==> config.mk <==
export PLATFORM = sky130hd
export DESIGN_NAME = adc_chain_reader
export DESIGN_NICKNAME = d
export VERILOG_FILES = /design/src/rtl/adc_rd_pkg.sv /design/src/rtl/adc_rd_clkgen.sv /design/src/rtl/adc_rd_capture.sv /design/src/rtl/adc_chain_reader.sv
export SDC_FILE = /design/constraint.sdc
export NUM_CORES = 1
export LEC_CHECK = 0
export ABC_AREA = 1
export BUFFER_PORTS_ARGS = -buffer_cell sky130_fd_sc_hd__buf_2
export CORE_AREA = 2 2 109 111
export DETAILED_ROUTE_END_ITERATION = 16
export DIE_AREA = 0 0 111 113
export PLACE_DENSITY = 0.61
export SLEW_MARGIN = 5
export SYNTH_ARGS = -nofsm -noshare
export SYNTH_HDL_FRONTEND = slang
export SYNTH_SLANG_ARGS = --single-unit
==> constraint.sdc <==
create_clock -name clk -period 2.4 [get_ports clk]
set_input_delay 0.24 -clock clk [delete_from_list [all_inputs] [get_ports clk]]
set_output_delay 0.24 -clock clk [all_outputs]
set_load 0.02 [all_outputs]
==> src/rtl/adc_rd_pkg.sv <==
package adc_rd_pkg;

    typedef enum logic {
        RD_IDLE = 1'b0,
        RD_RUN  = 1'b1
    } rd_state_e;

    function automatic int unsigned rd_max(input int unsigned a, input int unsigned b);
        return (a > b) ? a : b;
    endfunction

endpackage

==> src/rtl/adc_rd_clkgen.sv <==
module adc_rd_clkgen #(
    parameter int unsigned HALF = 1,
    parameter int unsigned BITS = 39
) (
    input  logic clk,
    input  logic rst_n,
    input  logic restart_i,
    output logic sclk_o,
    output logic rise_o,
    output logic last_o,
    output logic release_o
);
    localparam int unsigned PH_W = (HALF > 1) ? $clog2(HALF) : 1;
    localparam int unsigned HREL = 2 * (BITS + 1);
    localparam int unsigned H_W  = $clog2(HREL + 1);
    localparam int unsigned R_W  = $clog2(BITS + 2);

    typedef struct packed {
        logic [PH_W-1:0] ph;
        logic [H_W-1:0]  h;
        logic            sclk;
    } cg_t;

    cg_t cg_d, cg_q;

    always_comb begin
        cg_d = cg_q;
        if (restart_i) begin
            cg_d.ph = '0;
            cg_d.h  = '0;
        end else if (cg_q.h != H_W'(HREL)) begin
            if (cg_q.ph == PH_W'(HALF - 1)) begin
                cg_d.ph = '0;
                cg_d.h  = cg_q.h + 1'b1;
            end else begin
                cg_d.ph = cg_q.ph + 1'b1;
            end
        end
        // low on odd half-periods inside the burst, high otherwise
        cg_d.sclk = !(cg_d.h[0] && (cg_d.h < H_W'(2 * BITS)));
    end

    always_ff @(posedge clk) begin
        if (!rst_n) begin
            cg_q.ph   <= '0;
            cg_q.h    <= H_W'(HREL);
            cg_q.sclk <= 1'b1;
        end else begin
            cg_q <= cg_d;
        end
    end

    assign sclk_o    = cg_q.sclk;
    assign rise_o    = !cg_q.sclk && cg_d.sclk;
    assign last_o    = rise_o && (cg_d.h == H_W'(2 * BITS));
    assign release_o = (cg_q.h == H_W'(HREL - 1)) && (cg_q.ph == PH_W'(HALF - 1));

    logic [R_W-1:0] rises_q;
    always_ff @(posedge clk) begin
        if (!rst_n || restart_i) rises_q <= '0;
        else if (rise_o)         rises_q <= rises_q + 1'b1;
    end


    max_pulses_chk: assert property (@(posedge clk) disable iff (!rst_n)
        rises_q <= R_W'(BITS));

endmodule

==> src/rtl/adc_rd_capture.sv <==
module adc_rd_capture #(
    parameter int unsigned FRAME_BITS = 39,
    parameter int unsigned DATA_W     = 14,
    parameter int unsigned POS0       = 1,
    parameter int unsigned POS1       = 16
) (
    input  logic              clk,
    input  logic              rst_n,
    input  logic              sample_i,
    input  logic              last_i,
    input  logic              keep_i,
    input  logic              sdo_i,
    output logic [DATA_W-1:0] ch0_o,
    output logic [DATA_W-1:0] ch1_o,
    output logic              valid_o
);
    localparam int unsigned HI0 = FRAME_BITS - 1 - POS0;
    localparam int unsigned HI1 = FRAME_BITS - 1 - POS1;

    typedef struct packed {
        logic [FRAME_BITS-1:0] shift;
        logic [DATA_W-1:0]     ch0;
        logic [DATA_W-1:0]     ch1;
        logic                  valid;
    } cap_t;

    cap_t cap_d, cap_q;

    always_comb begin
        cap_d       = cap_q;
        cap_d.valid = 1'b0;
        if (sample_i) cap_d.shift = {cap_q.shift[FRAME_BITS-2:0], sdo_i};
        if (last_i && keep_i) begin
            cap_d.ch0   = cap_d.shift[HI0 -: DATA_W];
            cap_d.ch1   = cap_d.shift[HI1 -: DATA_W];
            cap_d.valid = 1'b1;
        end
    end

    always_ff @(posedge clk) begin
        if (!rst_n) cap_q <= '0;
        else        cap_q <= cap_d;
    end

    assign ch0_o   = cap_q.ch0;
    assign ch1_o   = cap_q.ch1;
    assign valid_o = cap_q.valid;


    valid_pulse_chk: assert property (@(posedge clk) disable iff (!rst_n)
        cap_q.valid |=> !cap_q.valid);


    words_hold_chk: assert property (@(posedge clk) disable iff (!rst_n)
        !cap_q.valid |-> (cap_q.ch0 == $past(cap_q.ch0)) || !$past(rst_n));

endmodule

==> src/rtl/adc_chain_reader.sv <==
module adc_chain_reader
    import adc_rd_pkg::*;
#(
    parameter int unsigned DATA_W     = 14,
    parameter int unsigned FRAME_BITS = 39,
    parameter int unsigned CH0_POS    = 1,
    parameter int unsigned CH1_POS    = 16,
    parameter int unsigned SCLK_DIV   = 2,   // even, at least 2
    parameter int unsigned MIN_PERIOD = 108, // system clocks per fastest conversion
    parameter int unsigned PERIOD_W   = 12
) (
    input  logic                clk,
    input  logic                rst_n,
    input  logic                enable,
    input  logic [PERIOD_W-1:0] period,
    input  logic                sdo,
    output logic                adc_sel_n,
    output logic                sclk,
    output logic [DATA_W-1:0]   ch0_data,
    output logic [DATA_W-1:0]   ch1_data,
    output logic                data_valid
);
    localparam int unsigned HALF  = SCLK_DIV / 2;
    localparam int unsigned SPAN  = 2 * (FRAME_BITS + 1) * HALF;
    localparam int unsigned FLOOR = rd_max(MIN_PERIOD, SPAN + 1);
    localparam int unsigned GAP_W = PERIOD_W + 1;

    typedef struct packed {
        rd_state_e           state;
        logic [PERIOD_W-1:0] cnt;
        logic [PERIOD_W-1:0] lim;
        logic                first;
        logic                sel_n;
    } seq_t;

    seq_t seq_d, seq_q;
    logic restart;
    logic rise, last, release_sel;

    always_comb begin
        seq_d   = seq_q;
        restart = 1'b0;
        case (seq_q.state)
            RD_IDLE: begin
                if (enable) begin
                    restart     = 1'b1;
                    seq_d.state = RD_RUN;
                    seq_d.first = 1'b1;
                end
            end
            default: begin
                if (seq_q.cnt == seq_q.lim - 1'b1) begin
                    if (enable) begin
                        restart     = 1'b1;
                        seq_d.first = 1'b0;
                    end else begin
                        seq_d.state = RD_IDLE;
                    end
                end else begin
                    seq_d.cnt = seq_q.cnt + 1'b1;
                end
            end
        endcase
        if (restart) begin
            seq_d.cnt   = '0;
            seq_d.lim   = (period < PERIOD_W'(FLOOR)) ? PERIOD_W'(FLOOR) : period;
            seq_d.sel_n = 1'b0;
        end else if (release_sel) begin
            seq_d.sel_n = 1'b1;
        end
    end

    always_ff @(posedge clk) begin
        if (!rst_n) begin
            seq_q.state <= RD_IDLE;
            seq_q.cnt   <= '0;
            seq_q.lim   <= PERIOD_W'(FLOOR);
            seq_q.first <= 1'b1;
            seq_q.sel_n <= 1'b1;
        end else begin
            seq_q <= seq_d;
        end
    end

    adc_rd_clkgen #(
        .HALF (HALF),
        .BITS (FRAME_BITS)
    ) u_clkgen (
        .clk       (clk),
        .rst_n     (rst_n),
        .restart_i (restart),
        .sclk_o    (sclk),
        .rise_o    (rise),
        .last_o    (last),
        .release_o (release_sel)
    );

    adc_rd_capture #(
        .FRAME_BITS (FRAME_BITS),
        .DATA_W     (DATA_W),
        .POS0       (CH0_POS),
        .POS1       (CH1_POS)
    ) u_capture (
        .clk      (clk),
        .rst_n    (rst_n),
        .sample_i (rise),
        .last_i   (last),
        .keep_i   (!seq_q.first),
        .sdo_i    (sdo),
        .ch0_o    (ch0_data),
        .ch1_o    (ch1_data),
        .valid_o  (data_valid)
    );

    assign adc_sel_n = seq_q.sel_n;

    // strobe spacing monitor
    logic             sel_prev_q, seen_q;
    logic [GAP_W-1:0] gap_q;
    logic             sel_fall;
    assign sel_fall = sel_prev_q && !adc_sel_n;

    always_ff @(posedge clk) begin
        if (!rst_n) begin
            sel_prev_q <= 1'b1;
            seen_q     <= 1'b0;
            gap_q      <= '0;
        end else begin
            sel_prev_q <= adc_sel_n;
            if (sel_fall) begin
                seen_q <= 1'b1;
                gap_q  <= GAP_W'(1);
            end else if (gap_q != '1) begin
                gap_q  <= gap_q + 1'b1;
            end
        end
    end


    min_spacing_chk: assert property (@(posedge clk) disable iff (!rst_n)
        (sel_fall && seen_q) |-> (gap_q >= GAP_W'(FLOOR)));


    sclk_high_at_fall_chk: assert property (@(posedge clk) disable iff (!rst_n)
        $fell(adc_sel_n) |-> sclk);


    sclk_idle_high_chk: assert property (@(posedge clk) disable iff (!rst_n)
        adc_sel_n |-> sclk);


    no_valid_first_chk: assert property (@(posedge clk) disable iff (!rst_n)
        (seq_q.first && seq_q.state == RD_RUN) |-> !data_valid);

endmodule

Word-level counts from Yosys, hierarchy flattened
Cells that the tools add are included.

cells by class
  bitwise logic cells = 3
  reduce and logical (&&, ||, !) cells = 13
  add/sub/neg operators = 4
  mux-type cells = 18
  equality and inequality tests = 6
  $lt $le $gt $ge = 2

operator list
  cell                     number
  $mux W38                 1
  $mux W7                  3
  $eq A7 B7 Y1 const B     2
  $mux W1                  13
  $add A12 B1 Y12 const B  1
  $eq A12 B12 Y1           1
  $lt A12 B7 Y1 const B    1
  $mux W12                 1
  $sub A12 B1 Y12 const B  1
  $add A7 B1 Y7 const B    1
  $lt A7 B7 Y1 const B     1
  $ne A7 B7 Y1 const B     1
  $logic_and A1 B1 Y1      5
  $reduce_bool A2 Y1       2
  $logic_not A1 Y1         3
  $not A1 Y1               3
  $reduce_and A3 Y1        1
  $ne A2 B1 Y1 const B     1
  $ne A2 B2 Y1 const B     1
  $reduce_and A2 Y1        1
  $reduce_or A2 Y1         1
  $add A1 B1 Y1 const B    1

storage, ports and cells
  output and inout bits = 31
  bits in registers = 103
  logic and storage cells = 59

Logic depth before layout (Yosys ltp)
  word-level depth = 12
  depth in mapped cells = 23
  gate-level depth less buffers = 21

Cells and area by module
From an unflattened synthesis, not the netlist that was laid out.

unflattened totals
  cell total of the unflattened synthesis = 761
  area, all modules = 5,167.5 um^2

modules (own cells, without submodules)
  module            cells an instance  times used  area an instance (um^2)
  adc_rd_capture    402                1           2,855.2
  adc_chain_reader  283                1           1,805.5
  adc_rd_clkgen     76                 1           506.7

Worst setup path before layout
Ideal clock, no wire load.

  path type = register to register
  start = register u_clkgen.cg_q[1] (netlist name)
  end = register u_capture.cap_q (netlist bit u_capture.ch0_o[10])
  data arrival time = 2.155 ns
  stages on the path, launching flop included = 15
  period minus slack after synthesis = 2.265 ns
  library setup time = 0.110 ns
  path slack = 0.135 ns
  required time = 2.290 ns
  path through = dfxtp_1 -> inv_1 -> ha_1 -> nand2_1 -> nor3_2 -> nand3_1 -> xor2_1 -> nand2_1 -> or3_1 -> nor2_1 -> buf_2 -> buf_4 -> nand4_1 -> nand2_1 -> nor2_1

between the ends
  cells in the longest elaborated chain, start to end = 10
  elaborated cells between the ends (all ways) = 13

ends and longest elaborated chain
  what                    RTL line              source
  from (decl)             adc_rd_clkgen.sv:24   cg_t cg_d, cg_q;
  from (signal assigned)  adc_rd_clkgen.sv:49   cg_q <= cg_d;
  $add A7 B1 Y7           adc_rd_clkgen.sv:34   cg_d.h = cg_q.h + 1'b1;
  $mux W7                 adc_rd_clkgen.sv:32   if (cg_q.ph == PH_W'(HALF - 1)) begin
  $mux W7 *               adc_rd_clkgen.sv:31   end else if (cg_q.h != H_W'(HREL)) begin
  $mux W7 *               adc_rd_clkgen.sv:28   if (restart_i) begin
  $lt A7 B7 Y1            adc_rd_clkgen.sv:40   cg_d.sclk = !(cg_d.h[0] && (cg_d.h < H_W'(2 * BITS)));
  $logic_and A1 B1 Y1     adc_rd_clkgen.sv:40
  $logic_not A1 Y1        adc_rd_clkgen.sv:40
  $logic_and A1 B1 Y1     adc_rd_clkgen.sv:54   assign rise_o = !cg_q.sclk && cg_d.sclk;
  $logic_and A1 B1 Y1     adc_rd_clkgen.sv:55   assign last_o = rise_o && (cg_d.h == H_W'(2 * BITS));
  $logic_and A1 B1 Y1     adc_rd_capture.sv:33  if (last_i && keep_i) begin
  to (signal assigned)    adc_rd_capture.sv:42  else cap_q <= cap_d;
  to (decl)               adc_rd_capture.sv:27  cap_t cap_d, cap_q;

Mark *: on every way between the ends. The rest lies on a longest branch, timed or not.
A chain may end at the register's enable or synchronous reset.

Worst setup path in the final report
  start = register u_clkgen.cg_q[2] (netlist name)
  end = register u_capture.cap_q (netlist bit u_capture.ch0_o[5])

Same word-level chain as after synthesis.

==> flow_summary.toml <==
[hold_path]
min_path_cells = 3
worstHoldPathType = "input pin to flop"
hold_path_end = "seq_q[13]"
hold_start = "period[11]"

[worst_setup_path]
crit_required_ps = 2680
ff2ff_path_depth = 14
cp_max_fo = 7
worst_setup_path_end_kind = "flop"
startpoint_type = "flop"
startpoint = "u_clkgen.cg_q[2]"
timing.rr.start = "u_clkgen.cg_q[2]"
path_class = "flop to flop"
reg2reg_to = "u_capture.ch0_o[5]"
regToRegSetupSlack_ps = -110
cp.arrival_ps = 2790

[timing]
period_share_pct = 104
worst_pin_slew_ps = 577
slew_viol_final = 0
fin_crit_ps = 2510
hold_viol = 0
whs_ps = 150
slew_headroom_pct = 61.6
fin_skew_ps = 5.19
finalSetupTns_ps = -1940
finalWorstSetupSlack_ps = -108
fmax_mhz = 399
setup_viol = 29
rsz0062_at_grt = "yes"

[power_and_ir_drop]
switching_share_pct = 27.7
p_sw_mw = 1.10
power.density_mw_per_mm2 = 661
p_int_mw = 2.87
seq_power_share_pct = 46.8
pwr-share-clk_pct = 36.8
p_leak_nw = 2.63
power_mw = 3.96
combPwrFrac_pct = 16.3
ir_drop_v = 0.000361

[synth]
synth_ff_type = "dfxtp_1"
avgSynthCellArea_um2 = 6.97
synth_enable_flop_cells = 0
yosys.cell_types.count = 40
async_reset_ff_share_pct = 0
syn_nets = 735
ys_seq_elements = 101
synth_warnings = 0
netlist_area_mm2 = 0.00498
syn_inst = 715
ys_seq_area_share_pct = 40.6

[global_route]
grt_pass1_wl_um = 17700
grt_overflow = 0
grt_pass1_vias = 3968
grt_usage_pct = 16.9
grt_start_max_net_pins = 67
antenna_found_initial = 0

[run]
cap_violations = 0

[cts]
clk_pin_slew_ps = 70
htree_levels = 3
tritoncts = "yes"
cts_root_buffer = "clkbuf_16"
cts_sinks = 101
cts_made_buffers = 9
clock_path_buffers = 2
worstSkewPairLatency_ps = 340

[drt]
wl_per_cell_um = 12.0
vias = 4273
drc = 0
routed_via_density = 4.74
drt_iter0_markers = 175
firstDrtPassIters = 4
wirelength_um = 10800
ant_nets = 0

[status]
violations = "negative setup slack"
status = "complete, but fails checks"

[placed_design]
placedCellCount = 868
dpl_cell_area_mm2 = 0.00519
dp_slack_ps = -38.9
hpwlAfterDp_um = 6960
gp_congestion = 0.860
io_buffers = 46

[cells_and_area]
stdcell_count = 901
regArea_mm2 = 0.00203
area_delta_synth_final_pct = 20.2
postLayoutCoreUtil_pct = 53.2
final_cell_mix = "nor2_1 (121), inv_1 (99), nand2_1 (97)"
fin_nets = 773
final_common_cell = "nor2_1"
nFillCells = 1053
final_cell_area_mm2 = 0.00599
drive_above_1_share_pct = 26.1
diodes = 0
multiInputGateArea_mm2 = 0.00233

[floorplanning]
dieArea_mm2 = 0.0125
start_util_pct = 44.2
core_mm2 = 0.0113
num_io_pins = 47
dieWidth_um = 111
rows = 39
die-height_um = 113
## registers in the layout (all words and copies together), names as in the netlist
| signal | count |
|---|---|
| seq_q | 26 |
| u_clkgen.sclk_o | 1 |
| u_clkgen.cg_q | 7 |
| u_capture.ch1_o | 14 |
| adc_sel_n | 1 |
| u_capture.ch0_o | 14 |
| u_capture.valid_o | 1 |
| u_capture.cap_q | 37 |
## per-layer routing
layer	track usage, %	wire length (µm)	part of all wire, %	vias to the layer above
li1	-	-	-	2253
met1	22.5	5080	47	1952
met2	27.4	5270	49	58
met3	3.21	337	3.1	10
met4	6.25	133	1.2	0
met5	0	0	0	-
## power groups by stage
stage	registers, mW	logic [mW]	clock network, mW
floorplan	1.87	0.405	0
global placement	1.88	0.499	0
detailed placement	1.89	0.512	0
CTS	1.85	0.523	1.49
global route	1.87	0.732	1.55
finish	1.86	0.647	1.46
## how the worst max path moves through the flow
stage,to,slack (ps),depth (start not counted)
final,u_capture.ch0_o[5],-110,14
after detailed placement,u_capture.cap_q[41],-40,21
after global placement,u_capture.cap_q[40],40,16
after floorplan,u_capture.ch0_o[10],130,14
after global routing,u_capture.ch0_o[5],-220,14
after CTS,u_capture.cap_q[50],2,20
## cells in the mapped netlist (4+ instances only)
master    instances  share of area (%)
a21oi_1          12                1.2
buf_2             9               0.90
buf_4            33                5.0
buf_6             4               0.90
clkbuf_1         10               0.75
dfxtp_1         101                 41
ha_1              4                1.0
inv_1           109                8.2
inv_2            13               0.98
nand2_1         113                8.5
nand2_2          14                1.8
nand3_1          19                1.9
nand4_1          30                3.8
nor2_1          137                 10
nor2_2            4               0.50
nor3_1            5               0.50
o21ai_0          29                2.9
o21ai_1          18                1.8
o32a_1            4               0.80
xnor2_1          11                1.9
xor2_1            8                1.4
## cell families after synthesis
family	after synthesis	share of synthesized area, %
compound gates	72	8.03
xor+xnor	19	3.34
fa+ha+maj	4	1.00
buf+inv	182	17.3
flops	101	40.6
simple gates	337	29.8
## layout make-up
type / count / share of cell area, %
inverter: 124 / 7.93
clock inverter: 6 / 1.15
tap: 143 / 2.99
sequential: 101 / 33.9
clock buffer: 10 / 3.82
multi-input combinational: 432 / 38.9
timing repair buffer: 85 / 11.3
## what timing repair did
item	4_1_cts	5_1_grt
hold buffers	0	0
setup endpoints to repair	64	75
buffers inserted	0	11
gates cloned	0	6
pin swaps	0	45
resized for setup	7	82
## worst max-delay path, cell delays in order (launching register included)
cell and delay [ps]:
dfxtp_2 330, inv_2 80, ha_4 140, nand2_4 50
nor3_4 210, nand3_2 160, o21ai_2 190, nand3b_1 130
or3_4 400, nor2_4 160, nand3_4 190, clkbuf_16 230
nand2_1 70, inv_1 40, nor2_1 70
Power figures use the tool's default switching activity.
